[src/rtl/gseq_pkg.sv]
package gseq_pkg;

  typedef enum logic [2:0] {
    ST_IDLE,
    ST_DEAD_HI,
    ST_HIGH,
    ST_DEAD_LO,
    ST_LOW,
    ST_CLAMP
  } seqState_t;

  // strobes from control to the timing datapath
  typedef struct packed {
    logic loadDead;
    logic decDead;
    logic loadOn;
    logic incOn;
  } dpCtl_t;

endpackage

[src/rtl/gseq_dp.sv]
module gseq_dp
  import gseq_pkg::*;
#(
  parameter int DT_W   = 4,
  parameter int ON_W   = 5,
  parameter int MAX_ON = 19
) (
  input  logic            clk,
  input  logic            rstN,
  input  dpCtl_t          ctl,
  input  logic [DT_W-1:0] deadTime,
  input  logic [ON_W-1:0] softCeil,
  output logic            deadDone,
  output logic            onDone
);

  localparam logic [ON_W-1:0] MAX_ON_V = ON_W'(MAX_ON);
  localparam logic [ON_W-1:0] ONE_ON   = ON_W'(1);
  localparam logic [DT_W-1:0] ONE_DT   = DT_W'(1);

  logic [DT_W-1:0] deadCnt;
  logic [DT_W-1:0] effDead;
  logic [ON_W-1:0] onCnt;
  logic [ON_W-1:0] ceilSel;
  logic [ON_W-1:0] onLimit;

  // a zero dead time still yields one cycle of separation
  assign effDead = (deadTime == '0) ? ONE_DT : deadTime;

  // on-time ceiling: smaller of max duty and soft-start, at least one cycle
  assign ceilSel = (softCeil < MAX_ON_V) ? softCeil : MAX_ON_V;
  assign onLimit = (ceilSel == '0) ? ONE_ON : ceilSel;

  always_ff @(posedge clk or negedge rstN) begin
    if (!rstN) begin
      deadCnt <= '0;
    end else if (ctl.loadDead) begin
      deadCnt <= effDead;
    end else if (ctl.decDead) begin
      deadCnt <= deadCnt - ONE_DT;
    end
  end

  always_ff @(posedge clk or negedge rstN) begin
    if (!rstN) begin
      onCnt <= '0;
    end else if (ctl.loadOn) begin
      onCnt <= ONE_ON;
    end else if (ctl.incOn) begin
      onCnt <= onCnt + ONE_ON;
    end
  end

  assign deadDone = (deadCnt <= ONE_DT);
  assign onDone   = (onCnt >= onLimit);

endmodule

[src/rtl/gseq_ctrl.sv]
module gseq_ctrl
  import gseq_pkg::*;
(
  input  logic      clk,
  input  logic      rstN,
  input  logic      enable,
  input  logic      faultClamp,
  input  logic      cycleEdge,
  input  logic      peakTrip,
  input  logic      curLimit,
  input  logic      zeroCross,
  input  logic      aboveReg,
  input  logic      deadDone,
  input  logic      onDone,
  output seqState_t curState,
  output dpCtl_t    ctl,
  output logic      hsOn,
  output logic      lsOn
);

  seqState_t nxtState;

  always_comb begin
    nxtState = curState;
    ctl      = '0;
    if (!enable) begin
      nxtState = ST_IDLE;
    end else if (faultClamp) begin
      nxtState = ST_CLAMP;
    end else begin
      unique case (curState)
        ST_IDLE: begin
          if (cycleEdge && !aboveReg) begin
            nxtState     = ST_DEAD_HI;
            ctl.loadDead = 1'b1;
          end
        end
        ST_DEAD_HI: begin
          if (deadDone) begin
            nxtState   = ST_HIGH;
            ctl.loadOn = 1'b1;
          end else begin
            ctl.decDead = 1'b1;
          end
        end
        ST_HIGH: begin
          if (curLimit || peakTrip || onDone) begin
            nxtState     = ST_DEAD_LO;
            ctl.loadDead = 1'b1;
          end else begin
            ctl.incOn = 1'b1;
          end
        end
        ST_DEAD_LO: begin
          if (deadDone) begin
            nxtState = ST_LOW;
          end else begin
            ctl.decDead = 1'b1;
          end
        end
        ST_LOW: begin
          if (cycleEdge) begin
            if (aboveReg) begin
              nxtState = ST_IDLE;
            end else begin
              nxtState     = ST_DEAD_HI;
              ctl.loadDead = 1'b1;
            end
          end else if (zeroCross) begin
            nxtState = ST_IDLE;
          end
        end
        ST_CLAMP: nxtState = ST_IDLE;
        default:  nxtState = ST_IDLE;
      endcase
    end
  end

  always_ff @(posedge clk or negedge rstN) begin
    if (!rstN) begin
      curState <= ST_IDLE;
    end else begin
      curState <= nxtState;
    end
  end

  // current limit cuts the high side without waiting for an edge
  assign hsOn = (curState == ST_HIGH) && !curLimit;
  assign lsOn = (curState == ST_LOW) || (curState == ST_CLAMP);

endmodule

[src/rtl/gate_sequencer.sv]
module gate_sequencer
  import gseq_pkg::*;
#(
  parameter int DT_W   = 4,
  parameter int ON_W   = 5,
  parameter int MAX_ON = 19
) (
  input  logic            clk,
  input  logic            rstN,
  input  logic            enable,
  input  logic            faultClamp,
  input  logic            cycleEdge,
  input  logic            peakTrip,
  input  logic            curLimit,
  input  logic            zeroCross,
  input  logic            aboveReg,
  input  logic [DT_W-1:0] deadTime,
  input  logic [ON_W-1:0] softCeil,
  output logic            hsOn,
  output logic            lsOn
);

  seqState_t curState;
  dpCtl_t    ctl;
  logic      deadDone;
  logic      onDone;

  gseq_ctrl ctrl_i (
    .clk        (clk),
    .rstN       (rstN),
    .enable     (enable),
    .faultClamp (faultClamp),
    .cycleEdge  (cycleEdge),
    .peakTrip   (peakTrip),
    .curLimit   (curLimit),
    .zeroCross  (zeroCross),
    .aboveReg   (aboveReg),
    .deadDone   (deadDone),
    .onDone     (onDone),
    .curState   (curState),
    .ctl        (ctl),
    .hsOn       (hsOn),
    .lsOn       (lsOn)
  );

  gseq_dp #(
    .DT_W   (DT_W),
    .ON_W   (ON_W),
    .MAX_ON (MAX_ON)
  ) dp_i (
    .clk      (clk),
    .rstN     (rstN),
    .ctl      (ctl),
    .deadTime (deadTime),
    .softCeil (softCeil),
    .deadDone (deadDone),
    .onDone   (onDone)
  );

endmodule

[config.mk]
export PLATFORM = sky130hd
export DESIGN_NAME = gate_sequencer
export DESIGN_NICKNAME = d
export VERILOG_FILES = /design/src/rtl/gseq_pkg.sv /design/src/rtl/gseq_dp.sv /design/src/rtl/gseq_ctrl.sv /design/src/rtl/gate_sequencer.sv
export SDC_FILE = /design/constraint.sdc
export NUM_CORES = 1
export LEC_CHECK = 0
export ABC_AREA = 1
export CORE_UTILIZATION = 50
export CTS_CLUSTER_SIZE = 20
export DETAILED_ROUTE_END_ITERATION = 12
export PLACE_DENSITY = 0.77
export SYNTH_ARGS = -nofsm -noshare
export SYNTH_HDL_FRONTEND = slang
export SYNTH_SLANG_ARGS = --single-unit
export TNS_END_PERCENT = 50
[constraint.sdc]
create_clock -name clk -period 2.01 [get_ports clk]
set_clock_uncertainty 0.1 [all_clocks]
set_input_delay 0.402 -clock clk [delete_from_list [all_inputs] [get_ports clk]]
set_output_delay 0.402 -clock clk [all_outputs]
set_load 0.02 [all_outputs]
==> results of run 1 <==
## through the flow
stage / hold slack (ns) / setup TNS (ns)
3_3_place_gp: 0.425 / -5.61
2_1_floorplan: 0.00641 / 0
3_5_place_dp: 0.433 / -6.65
6_report: 0.382 / 0
5_1_grt: 0.432 / 0
4_1_cts: 0.399 / 0
## worst paths after layout
check | startpoint | to | depth (start not counted)
setup / recovery | softCeil[3] | dp_i.onCnt[4] | 15
hold / removal | rstN | ctrl_i.curState[1] | 1
setup reg to reg | dp_i.deadCnt[0] | ctrl_i.curState[0] | 8
hold reg to reg | dp_i.deadCnt[1] | dp_i.deadCnt[1] | 2
max in group asynchronous | rstN | dp_i.onCnt[2] | 1
min in group clk | dp_i.deadCnt[1] | dp_i.deadCnt[1] | 2
## cells by family after synthesis
family / after synthesis / synth area share [%]
simple gates: 91 / 41.1
buf+inv: 23 / 8.27
compound gates: 18 / 10.6
flops: 12 / 28.8
fa+ha+maj: 8 / 9.59
xor+xnor: 2 / 1.68
## cell usage after synthesis (all sizes together)
| master | number |
|---|---|
| xor2 | 2 |
| a21oi | 3 |
| nor4 | 1 |
| o31ai | 1 |
| dfrtp | 12 |
| nand3b | 1 |
| o41ai | 1 |
| ha | 8 |
| a31oi | 1 |
| nor3 | 5 |
| nand2 | 43 |
| nand3 | 13 |
| nor2 | 25 |
| inv | 22 |
| o21ai | 12 |
| or2 | 3 |
| clkinv | 1 |
## layout make-up
| cell class | count | area, um^2 | area share (%) |
|---|---|---|---|
| Sequential cell | 12 | 300 | 21.7 |
| Inverter | 23 | 86.3 | 6.24 |
| Multi-Input combinational cell | 119 | 718 | 51.9 |
| Clock buffer | 4 | 36.3 | 2.62 |
| Timing Repair Buffer | 23 | 209 | 15.1 |
| Tap cell | 27 | 33.8 | 2.44 |
## repair_timing
action | CTS | global route
resized for setup | 18 | 17
gates cloned | 0 | 0
endpoints found under the setup margin | 14 | 13
pin swaps | 9 | 16
hold buffers | 0 | 0
## state kept, by name (all words and copies together), names as in the netlist
name             flops
dp_i.onCnt           5
dp_i.deadCnt         4
ctrl_i.curState      3
## worst max-delay path, delay by kind of cell
kind,cells,cell delay [ns]
and+or+nand+nor,12,1.04
adders and majority gates,1,0.28
AOI/OAI and AO/OA,1,0.14
buffers and inverters,1,0.11
## power by group through the flow
stage / registers [uW] / logic [uW] / clock network (uW)
2_1_floorplan: 419 / 382 / 0
3_3_place_gp: 442 / 496 / 0
3_5_place_dp: 445 / 515 / 0
4_1_cts: 439 / 523 / 207
5_1_grt: 459 / 627 / 219
6_report: 447 / 542 / 203
## per-layer routing
| metal | vias up | part of all wire [%] | wire length [um] |
|---|---|---|---|
| li1 | 557 | - | - |
| met1 | 460 | 46 | 1100 |
| met2 | 29 | 48 | 1130 |
| met3 | 6 | 4.5 | 106 |
| met4 | 0 | 1.6 | 38 |
| met5 | - | 0 | 0 |
==> impl_metrics.csv, run 1 <==
group,metric,value,unit
outcome,status,"complete, no violations",
cts,cts_buffer_depth,2,
power_and_ir_drop,power_frac_clock,17.0,%
grt,gr-total-overflow,0,
run,drv_cap,0,
placed_design,numPortBuffers,19,
placed_design,place_congestion,0.856,
logic_synthesis,avgSynthCellArea,6.78,um^2
power_and_ir_drop,vdd_drop_max,0.000631,V
worst_setup_path,worstSetupPathType,"input port to flop",
die,die_y,47.7,um
route,via_per_inst,5.06,
power_and_ir_drop,power.density,861,mW/mm^2
route,drt_iter0_drc,23,
die,core.rowCount,16,
cts,cts.htree.levels,1,
grt,antenna_found_initial,0,
cells_and_area,nets,208,
cells_and_area,final_cell_mix,"nand2_1 (36), nor2_1 (21), inv_1 (17), dfrtp_1 (12), clkdlybuf4s50_1 (12)",
grt,grt_pass1_vias,862,
die,dieArea,0.00227,mm^2
power_and_ir_drop,seqPwrFrac,37.5,%
route,firstDrtPassIters,4,
timing,max_freq,0.527,GHz
grt,grt_pass1_wl,3640,um
power_and_ir_drop,power_switching_share,43.4,%
cts,clock_latency,0.29,ns
logic_synthesis,synth_top_cell_area_share,28.8,%
timing,finalHoldViolCount,0,
worst_setup_path,cp.required,2.08,ns
die,start_util,53.2,%
cts,path_clk_slew,0.09,ns
route,wl_per_cell,11.4,um
worst_setup_path,slowest_stage,"ha_4",
placed_design,dpl.cell_count,204,
route,drc,0,
timing,worst_slack,0.112,ns
worst_setup_path,crit_path_end_kind,"flop",
cts,cts_root_buf,"clkbuf_4",
cells_and_area,fillers,184,
placed_design,dp_hpwl,1830,um
timing,maxSlewHeadroom,60.4,%
cts,cts_sinks,12,
logic_synthesis,synth_seq_area_share,28.8,%
grt,met1_usage,30.9,%
power_and_ir_drop,p_total,1190,uW
logic_synthesis,syn_inst,154,
power_and_ir_drop,net-switching-power,517,uW
timing,setup_viol,0,
logic_synthesis,synthDistinctLibCells,28,
grt,busiest_layer,"met2",
cells_and_area,layout_commonest_cell,"nand2_1",
cells_and_area,syn_to_final_growth,32.6,%
cts,numCtsBuffers,3,
logic_synthesis,yosysTopAreaCell,"dfrtp_1",
grt,track_usage,23.4,%
die,dieWidth,47.7,um
logic_synthesis,syn_area,0.00104,mm^2
hold_path,hold_class,"input port to asynchronous set/reset pin",
route,vias,1052,
route,detail-route-antenna-nets,0,
worst_setup_path,rrSetupSlack,0.18,ns
timing,rsz0062_at_grt,"no",
power_and_ir_drop,p_leak,0.000700,uW
timing,slew_violations,0,
cells_and_area,layoutNonFillerInstCount,208,
cells_and_area,utilization,70.5,%
route,wirelength,2380,um
timing,worst_pin_slew,0.593,ns
cells_and_area,layout-drive-gt1-share,22.7,%
worst_setup_path,worstPathMaxFanout,3,
worst_setup_path,cpPeakStageDelay,0.28,ns
cells_and_area,final_area,0.00138,mm^2
logic_synthesis,synth.area.top_cells,"dfrtp_1 (29%), nand2_1 (14%), ha_1 (9.6%), nor2_1 (8.3%), inv_1 (6.5%)",
logic_synthesis,ys_seq_elements,12,
worst_setup_path,critPathArrivalTime,1.97,ns
power_and_ir_drop,p_int,674,uW
logic_synthesis,yosys_warnings,0,
worst_setup_path,path_cells,"buf_6, nor2_4, nor2_4, a31oi_1, nand2_1, ha_4, nand2_1, nor2_1, nand2_1, nand3_2, nor2_1, nand3_1, nand2_1, nand2_1, nand2_1",
cts,cts_tree,"yes",
timing,min_period,1.90,ns
die,core,0.00196,mm^2
worst_setup_path,start_kind,"input port",
timing,post-route-period-util,94.4,%
worst_setup_path,cpMostUsedCell,"nand2_1",
grt,use_met2,38.1,%
logic_synthesis,syn-num-nets,180,
cts,postCtsSetupBuffers,0,
placed_design,post_dp_cell_area,0.00130,mm^2
cells_and_area,insertedDiodeCount,0,
placed_design,pre_cts_slack,-0.621,ns
grt,grt_max_degree,13,
grt,gr-usage-met3,3.40,%
power_and_ir_drop,comb_power_share,45.5,%
die,pin_count,20,
No activity file was read; power rests on OpenSTA's default activity.
==> run 2, diff against run 1 <==
--- a/config.mk
+++ b/config.mk
@@ -9,6 +9,7 @@
 export CORE_UTILIZATION = 50
 export CTS_CLUSTER_SIZE = 20
 export DETAILED_ROUTE_END_ITERATION = 12
+export GPL_TIMING_DRIVEN = 0
 export PLACE_DENSITY = 0.77
 export SYNTH_ARGS = -nofsm -noshare
 export SYNTH_HDL_FRONTEND = slang
==> run 2 against run 1 <==
  * Final cell count decreased by 1.4%
  * Sequential power about the same
  * Critical endpoint is now hsOn
  * Utilization decreased by 1.4 points
==> impl_metrics.csv, run 2 (same netlist as run 1, synthesis figures left out) <==
group,metric,value,unit
route,via_per_inst,5.11,
worst_setup_path,worstPathMaxFanout,5,
timing,min_period,1.88,ns
die,pin_count,20,
cts,clock_latency,0.28,ns
cells_and_area,layoutNonFillerInstCount,205,
grt,grt_pass1_vias,894,
placed_design,dpl.cell_count,200,
route,drc,0,
timing,slew_violations,0,
route,wirelength,2240,um
worst_setup_path,crit_path_end_kind,"output port",
cells_and_area,layout-drive-gt1-share,24.7,%
worst_setup_path,path_cells,"nor3_4, inv_1, nor2_1, clkbuf_2",
cts,cts_tree,"yes",
die,die_y,47.7,um
die,core.rowCount,16,
worst_setup_path,worst-path-buf-inv,2,
route,detail-route-antenna-nets,0,
timing,post-route-period-util,93.6,%
timing,setup_viol,0,
cts,cts.htree.levels,1,
cells_and_area,nets,205,
cells_and_area,final_cell_mix,"nand2_1 (34), nor2_1 (20), inv_1 (17), clkdlybuf4s50_1 (12), dfrtp_1 (11)",
cts,path_clk_slew,0.08,ns
worst_setup_path,start_kind,"flop",
outcome,status,"complete, no violations",
placed_design,numPortBuffers,19,
worst_setup_path,rrSetupSlack,0.24,ns
placed_design,dp_hpwl,1800,um
power_and_ir_drop,vdd_drop_max,0.000520,V
run,drv_cap,0,
timing,finalHoldViolCount,0,
route,vias,1048,
die,dieWidth,47.7,um
cts,cts_buffer_depth,2,
grt,antenna_found_initial,0,
cts,cts_hold_buf,0,
worst_setup_path,slowest_stage,"dfrtp_1",
grt,grt_max_degree,13,
cells_and_area,syn_to_final_growth,30.0,%
cts,cts_root_buf,"clkbuf_4",
cts,cts_sinks,12,
timing,maxSlewHeadroom,62.6,%
worst_setup_path,critPathArrivalTime,1.38,ns
die,core,0.00196,mm^2
worst_setup_path,cp.required,1.51,ns
cts,numCtsBuffers,3,
cells_and_area,insertedDiodeCount,0,
route,firstDrtPassIters,4,
worst_setup_path,worstSetupPathType,"flop to output port",
die,dieArea,0.00227,mm^2
worst_setup_path,crit_start,"ctrl_i.curState[2]",
worst_setup_path,timing.rr.start,"dp_i.onCnt[4]",
timing,max_freq,0.532,GHz
route,drt_iter0_drc,8,
cells_and_area,largestRegisters,"dp_i.onCnt (5), dp_i.deadCnt (4), ctrl_i.curState (3)",
worst_setup_path,cpPeakStageDelay,0.45,ns
grt,track_usage,22.4,%
grt,grt_pass1_wl,3510,um
grt,gr-total-overflow,0,
timing,worst_pin_slew,0.560,ns
hold_path,hold_class,"input port to asynchronous set/reset pin",
placed_design,place_congestion,0.821,
power_and_ir_drop,p_leak,0.000677,uW
power_and_ir_drop,power.density,864,mW/mm^2
cells_and_area,layout_commonest_cell,"nand2_1",
cells_and_area,top_register,"dp_i.onCnt",
die,start_util,53.2,%
cells_and_area,largest_reg_flops,5,
power_and_ir_drop,p_total,1170,uW
route,wl_per_cell,10.9,um
worst_setup_path,cp_top_family,"flip-flops",
==> run 2: final cells by class <==
| type | instances | area, um^2 |
|---|---|---|
| Clock buffer | 4 | 36.3 |
| Sequential cell | 12 | 302 |
| Fill cell | 191 | 606 |
| Inverter | 23 | 86.3 |
| Timing Repair Buffer | 20 | 174 |
| Multi-Input combinational cell | 119 | 724 |
| Tap cell | 27 | 33.8 |
==> run 2: through the flow <==
| step | TNS [ns] | instance area, um^2 | worst slack [ns] | hold slack, ns | utilization, % |
|---|---|---|---|---|---|
| 2_1_floorplan | 0 | 1040 | 0.0495 | 0.00641 | - |
| 3_3_place_gp | -6.34 | 1270 | -0.608 | 0.423 | 64.6 |
| 3_5_place_dp | -6.91 | 1270 | -0.672 | 0.423 | 64.6 |
| 4_1_cts | 0 | 1330 | 0.00354 | 0.400 | 67.7 |
| 5_1_grt | -0.00234 | 1360 | -0.00234 | 0.423 | 69.1 |
| 6_report | 0 | 1360 | 0.129 | 0.376 | 69.1 |
==> run 2: worst paths after layout <==
| kind | cells past startpoint | to |
|---|---|---|
| setup / recovery | 4 | hsOn |
| hold / removal | 1 | dp_i.onCnt[4] |
| setup reg to reg | 10 | ctrl_i.curState[2] |
| hold reg to reg | 2 | dp_i.deadCnt[1] |
| max in group asynchronous | 1 | ctrl_i.curState[1] |
| min in group clk | 2 | dp_i.deadCnt[1] |
==> run 2: routing by layer <==
layer / global-route usage [%] / vias up / share of wire [%]
met4: 11.1 / 0 / 1.5
met3: 4.53 / 5 / 3.7
met2: 37.8 / 23 / 51
li1: - / 544 / -
met1: 27.0 / 476 / 44
met5: 0 / - / 0
==> run 2: timing repair <==
item | 4_1_cts | 5_1_grt
setup buffers | 1 | 0
setup endpoints to repair | 14 | 13
pin swaps | 8 | 14
resized for setup | 21 | 14
==> run 2: where the power goes <==
group          switching, uW  internal (uW)  leakage [uW]
clock                   89.9            110     0.0000210
combinational            296            229      0.000505
sequential               118            329      0.000152
total                    504            668      0.000677
